`config.mk`:
```
export PLATFORM = sky130hd
export DESIGN_NAME = chan_window_sel
export DESIGN_NICKNAME = d
export VERILOG_FILES = /design/src/rtl/chsel_pkg.sv /design/src/rtl/chsel_window_regs.sv /design/src/rtl/chsel_slot_decode.sv /design/src/rtl/chan_window_sel.sv
export SDC_FILE = /design/constraint.sdc
export NUM_CORES = 1
export LEC_CHECK = 0
export ABC_CLOCK_PERIOD_IN_PS = 1600
export BUFFER_PORTS_ARGS = -buffer_cell sky130_fd_sc_hd__buf_2
export CORE_MARGIN = 2
export CORE_UTILIZATION = 38
export DETAILED_ROUTE_END_ITERATION = 12
export PLACE_DENSITY_LB_ADDON = 0.15
export SLEW_MARGIN = 20
export SYNTH_ARGS = -nofsm -noshare
export SYNTH_HDL_FRONTEND = slang
export SYNTH_SLANG_ARGS = --single-unit
export TNS_END_PERCENT = 30
```
`constraint.sdc`:
```
create_clock -name clk -period 1.6 [get_ports clk]
set_input_delay 0.08 -clock clk [delete_from_list [all_inputs] [get_ports clk]]
set_output_delay 0.08 -clock clk [all_outputs]
set_load 0.01 [all_outputs]
```
`src/rtl/chsel_pkg.sv`:
```
package chsel_pkg;
  typedef enum logic [1:0] {
    WIN_NONE = 2'd0,
    WIN_LO   = 2'd1,
    WIN_HI   = 2'd2
  } win_e;
endpackage

```
`src/rtl/chsel_window_regs.sv`:
```
module chsel_window_regs #(
  parameter int SEL_W = 2
) (
  input  logic             clk,
  input  logic             rst_n,
  input  logic             load_i,
  input  logic [SEL_W-1:0] lo_req_i,
  input  logic [SEL_W-1:0] hi_req_i,
  output logic [SEL_W-1:0] lo_act_o,
  output logic [SEL_W-1:0] hi_act_o
);
  logic [SEL_W-1:0] lo_q, hi_q, lo_d, hi_d;

  always_comb begin
    lo_d = lo_q;
    hi_d = hi_q;
    if (load_i) begin
      lo_d = lo_req_i;
      hi_d = hi_req_i;
    end
  end

  always_ff @(posedge clk or negedge rst_n) begin
    if (!rst_n) begin
      lo_q <= '0;
      hi_q <= '0;
    end else begin
      lo_q <= lo_d;
      hi_q <= hi_d;
    end
  end

  assign lo_act_o = lo_q;
  assign hi_act_o = hi_q;

  assert_sel_hold_R7: assert property (@(posedge clk) disable iff (!rst_n)
    !load_i |=> ($stable(lo_act_o) && $stable(hi_act_o)));

  assert_sel_load_R7: assert property (@(posedge clk) disable iff (!rst_n)
    load_i |=> (lo_act_o == $past(lo_req_i) && hi_act_o == $past(hi_req_i)));
endmodule

```
`src/rtl/chsel_slot_decode.sv`:
```
module chsel_slot_decode
  import chsel_pkg::*;
#(
  parameter int CHAN_W  = 7,
  parameter int BLK_LOG = 4,
  parameter int SEL_W   = 2
) (
  input  logic [CHAN_W-1:0]  chan_i,
  input  logic [SEL_W-1:0]   lo_act_i,
  input  logic [SEL_W-1:0]   hi_act_i,
  output win_e               win_o,
  output logic [BLK_LOG-1:0] bit_o,
  output logic               last_o
);
  localparam int BLKN_W = CHAN_W - BLK_LOG;

  logic [BLKN_W-1:0] blk_num;
  logic [1:0]        hit;

  assign blk_num = chan_i[CHAN_W-1:BLK_LOG];
  assign bit_o   = chan_i[BLK_LOG-1:0];
  assign last_o  = &chan_i[BLK_LOG-1:0];

  for (genvar w = 0; w < 2; w++) begin : g_win
    logic [SEL_W-1:0] sel;
    assign sel    = (w == 0) ? lo_act_i : hi_act_i;
    assign hit[w] = (blk_num == {sel, w[0]});
  end

  always_comb begin
    win_o = WIN_NONE;
    if (hit[0])      win_o = WIN_LO;
    else if (hit[1]) win_o = WIN_HI;
  end
endmodule

```
`src/rtl/chan_window_sel.sv`:
```
module chan_window_sel
  import chsel_pkg::*;
#(
  parameter int NUM_CHAN = 128,
  parameter int BLK_SIZE = 16
) (
  input  logic                  clk,
  input  logic                  rst_n,
  input  logic                  slot_vld_i,
  input  logic [6:0]            chan_i,
  input  logic                  frame_start_i,
  input  logic [2*BLK_SIZE-1:0] en_mask_i,
  input  logic [1:0]            win_lo_sel_i,
  input  logic [1:0]            win_hi_sel_i,
  output logic                  slot_vld_o,
  output logic                  slot_en_o,
  output logic                  blk_end_o
);
  localparam int CHAN_W  = $clog2(NUM_CHAN);
  localparam int BLK_LOG = $clog2(BLK_SIZE);
  localparam int NBLK    = NUM_CHAN / BLK_SIZE;
  localparam int SEL_W   = $clog2(NBLK / 2);

  logic [SEL_W-1:0]   lo_act, hi_act;
  win_e               win;
  logic [BLK_LOG-1:0] bit_idx;
  logic               last_in_blk;
  logic               sel_load;
  logic               vld_d, en_d, end_d;
  logic               vld_q, en_q, end_q;

  assign sel_load = frame_start_i | (slot_vld_i & last_in_blk);

  chsel_window_regs #(.SEL_W(SEL_W)) regs_i (
    .clk      (clk),
    .rst_n    (rst_n),
    .load_i   (sel_load),
    .lo_req_i (win_lo_sel_i),
    .hi_req_i (win_hi_sel_i),
    .lo_act_o (lo_act),
    .hi_act_o (hi_act)
  );

  chsel_slot_decode #(.CHAN_W(CHAN_W), .BLK_LOG(BLK_LOG), .SEL_W(SEL_W)) dec_i (
    .chan_i   (chan_i),
    .lo_act_i (lo_act),
    .hi_act_i (hi_act),
    .win_o    (win),
    .bit_o    (bit_idx),
    .last_o   (last_in_blk)
  );

  always_comb begin
    vld_d = slot_vld_i;
    en_d  = 1'b0;
    end_d = slot_vld_i & last_in_blk;
    if (slot_vld_i) begin
      case (win)
        WIN_LO:  en_d = en_mask_i[{1'b0, bit_idx}];
        WIN_HI:  en_d = en_mask_i[{1'b1, bit_idx}];
        default: en_d = 1'b0;
      endcase
    end
  end

  always_ff @(posedge clk or negedge rst_n) begin
    if (!rst_n) begin
      vld_q <= 1'b0;
      en_q  <= 1'b0;
      end_q <= 1'b0;
    end else begin
      vld_q <= vld_d;
      en_q  <= en_d;
      end_q <= end_d;
    end
  end

  assign slot_vld_o = vld_q;
  assign slot_en_o  = en_q;
  assign blk_end_o  = end_q;

  assert_outside_off_R5: assert property (@(posedge clk) disable iff (!rst_n)
    (slot_vld_i && win == WIN_NONE) |=> !slot_en_o);

  assert_end_after_last_R6: assert property (@(posedge clk) disable iff (!rst_n)
    blk_end_o |-> ($past(slot_vld_i) && (&$past(chan_i[BLK_LOG-1:0]))));

  assert_idle_quiet_R8: assert property (@(posedge clk) disable iff (!rst_n)
    !slot_vld_o |-> (!slot_en_o && !blk_end_o));

  assert_vld_follow_R2: assert property (@(posedge clk) disable iff (!rst_n)
    slot_vld_i |=> slot_vld_o);
endmodule

```
==> flow_metrics.env <==
export IMPL_hpwl_um=1310
export IMPL_crit_type="input port to flip-flop"
export IMPL_switching_power_mw=0.141
export IMPL_num_fill_cells=153
export IMPL_p_leak_nw=0.482
export IMPL_postCtsSetupBuffers=0
export IMPL_drtIter0Drc=13
export IMPL_synth_area_per_cell_um2=9.83
export IMPL_path_cells="dlygate4sd3_1 -> buf_2 -> nand3_1 -> nor2_1 -> nor2_1 -> mux2_2"
export IMPL_critPathBufInv=2
export IMPL_crit_family="buffers and inverters"
export IMPL_dieArea_um2=2000
export IMPL_crit_fanout=4
export IMPL_yosys_area_share_simple_pct=16.5
export IMPL_fin_setup_tns_ps=0
export IMPL_clock_power_share_pct=30.2
export IMPL_r2r_slack_ps=380
export IMPL_start_kind="input port"
export IMPL_cp_end_kind="flip-flop"
export IMPL_setup_viol=0
export IMPL_wl_per_cell_um=11.9
export IMPL_synth_area_top_cells="dfrtp_1, mux2i_1, mux2_2"
export IMPL_num_nets_final=163
export IMPL_sequentialPowerShare_pct=38.2
export IMPL_synth_top_family_by_area="multiplexers"
export IMPL_drv_slew=0
export IMPL_grt_pass1_vias=618
export IMPL_synth_cell_type_count=23
export IMPL_synth_fa_ha_area_share_pct=0
export IMPL_layout_common_cells="buf_2, mux2i_1, dfrtp_1, nand2_1"
export IMPL_pre_cts_ws_ps=313
export IMPL_ir_worst_vdd_mv=0.528
export IMPL_status="finished, final reports clean"
export IMPL_synth_top_area_cell="dfrtp_1"
export IMPL_firstDrtPassIters=4
export IMPL_finalHoldViolCount=0
export IMPL_design_core_area_um2=1520
export IMPL_post_route_drc_count=0
export IMPL_ys_seq_area_share_pct=27.8
export IMPL_cts_tree="built"
export IMPL_p_per_area_nw_per_um2=577
export IMPL_p_int_mw=0.381
export IMPL_synth_top_area_share_pct=27.8
export IMPL_vias_per_cell=5.21
export IMPL_rsz0062_at_grt="no"
export IMPL_hp_class="input port to flip-flop"
export IMPL_clockRootBuffer="clkbuf_4"
export IMPL_cts_buffer_depth=2
export IMPL_track_usage_pct=17.2
export IMPL_synthXorXnorAreaFrac_pct=5.57
export IMPL_die_h_um=44.7
export IMPL_whs_path_depth=2
export IMPL_dp_cells=125
export IMPL_worstRegToRegCells=4
export IMPL_synth_cells=64
export IMPL_totalWireLength_um=1560
export IMPL_crit_arrival_ps=1510
export IMPL_cp_required_ps=1730
export IMPL_gp_congestion=0.723
export IMPL_r2r_start="regs_i.lo_act_o[0]"
export IMPL_area_delta_synth_final_pct=43.5
export IMPL_fp_dieW_um=44.7
export IMPL_worstMarginPinSlew_ps=372
export IMPL_htree_levels=1
export IMPL_synth_compound_area_share_pct=10.1
export IMPL_cts_inserted_buffers=3
export IMPL_diodes=0
export IMPL_vias=682
export IMPL_cpMostUsedCell="nor2_1"
export IMPL_timing_rr_end="slot_en_o"
export IMPL_num_rows=14
export IMPL_grt_pass1_wl_um=2490
export IMPL_yosysWarningCount=0
export IMPL_portBuffers=49
export IMPL_cts_sinks=7
export IMPL_final_common_cell="buf_2"
export IMPL_pwr_share_comb_pct=31.6
export IMPL_antenna_found_initial=0
export IMPL_final_period_utilization_pct=85.8
export IMPL_finalCriticalPeriod_ps=1370
export IMPL_drive_above_1_share_pct=49.6
export IMPL_slew_headroom_pct=74.9
export IMPL_ios=50
export IMPL_crit_path_max_incr_delay_ps=540
export IMPL_hold_end="regs_i.lo_act_o[0]"
export IMPL_synth_seq_cells=7
export IMPL_synthesis_nets=111
export IMPL_cp_depth=6
export IMPL_synth_mux_area_share_pct=33.4
export IMPL_fmax_mhz=729
export IMPL_clock_latency_ps=250
export IMPL_syn_area_um2=629
export IMPL_setup_ws_ps=228
export IMPL_fin_cells=131
export IMPL_antenna_left=0
export IMPL_skew_ps=2.13
export IMPL_drv_cap=0
export IMPL_grt_max_degree=14
export IMPL_clkTransAtPathRegs_ps=50
export IMPL_sw_frac_of_total_pct=26.9
export IMPL_holdCritStartpoint="win_lo_sel_i[0]"
export IMPL_grt_overflow=0
export IMPL_start_util_pct=41.3
export IMPL_cp_slowest_cell="dlygate4sd3_1"
==> worst max path at each step <==
stage	from	end	slack, ps
2_1_floorplan	regs_i.lo_act_o[0]	slot_en_o	470
3_5_place_dp	chan_i[1]	slot_en_o	310
5_1_grt	slot_vld_i	regs_i.lo_act_o[1]	130
6_report	slot_vld_i	regs_i.hi_act_o[0]	230
3_3_place_gp	chan_i[1]	slot_en_o	320
4_1_cts	slot_vld_i	regs_i.hi_act_o[0]	220
==> metrics by stage <==
step                power [mW]  utilization, %  cell area [um2]  hold slack, ps
CTS                      0.530            59.3              903            56.2
finish                   0.522            59.3              903            60.4
floorplan                0.295               -              629            -216
global placement         0.361            56.2              857           -81.5
global route             0.563            59.3              903            59.3
detailed placement       0.366            56.2              857           -78.5
==> power groups by stage <==
stage	clock, mW	sequential [mW]	combinational [mW]
2_1_floorplan	0	0.203	0.0927
3_3_place_gp	0	0.202	0.160
3_5_place_dp	0	0.202	0.163
6_report	0.157	0.199	0.165
4_1_cts	0.163	0.199	0.168
5_1_grt	0.178	0.201	0.184
==> cells by family (layout without fill, tap and decap cells) <==
group,after synthesis,in the layout
and+or+nand+nor,20,20
xor gates and xnor gates,4,4
buffers and inverters,5,56
AOI/OAI and AO/OA,8,8
muxes,20,20
DFF,7,7
==> worst register-to-register path, cell delays in order (launching register included) <==
cell and delay [ps]:
dfrtp_1 380, xor2_1 160, nor4b_1 380, nand4_1 130
nand4_1 110
==> flip-flops by register name, indices dropped and copies added (netlist names) <==
signal and cells:
blk_end_o 1, regs_i.hi_act_o 2, regs_i.lo_act_o 2, slot_en_o 1, slot_vld_o 1
==> layout make-up <==
type                    instances  area (um2)  area share (%)
flip-flops and latches          7         175            19.4
repair buffers                 51         265            29.4
inverters                       1        3.75           0.416
multi-input cells              52         413            45.7
well taps                      16        20.0            2.22
clock buffers                   4        26.3            2.91
==> synthesized netlist by cell type, drive strengths merged <==
cell type  number
a21oi           1
o211ai          1
nor2            3
mux2            5
nor3            1
mux2i          15
dfrtp           7
nand2           5
nand2b          1
a32oi           2
nor4b           1
buf             4
nand3           2
or3             1
o32ai           2
nor2b           2
a221oi          1
inv             1
a21boi          1
nand4           4
xor2            4
==> routing by layer <==
metal  GRT usage, %  routed length (um)
met1           19.8                 593
met2           30.1                 799
met3           5.20                 146
met4           5.45                  16
met5              0                   0
==> timing repair <==
action / CTS / global route
hold buffers: 2 / 0
gates resized for setup: 0 / 0
hold endpoints to repair: 8 / 0
endpoints found under the setup margin: 0 / 0
No activity file was read; power rests on OpenSTA's default activity.
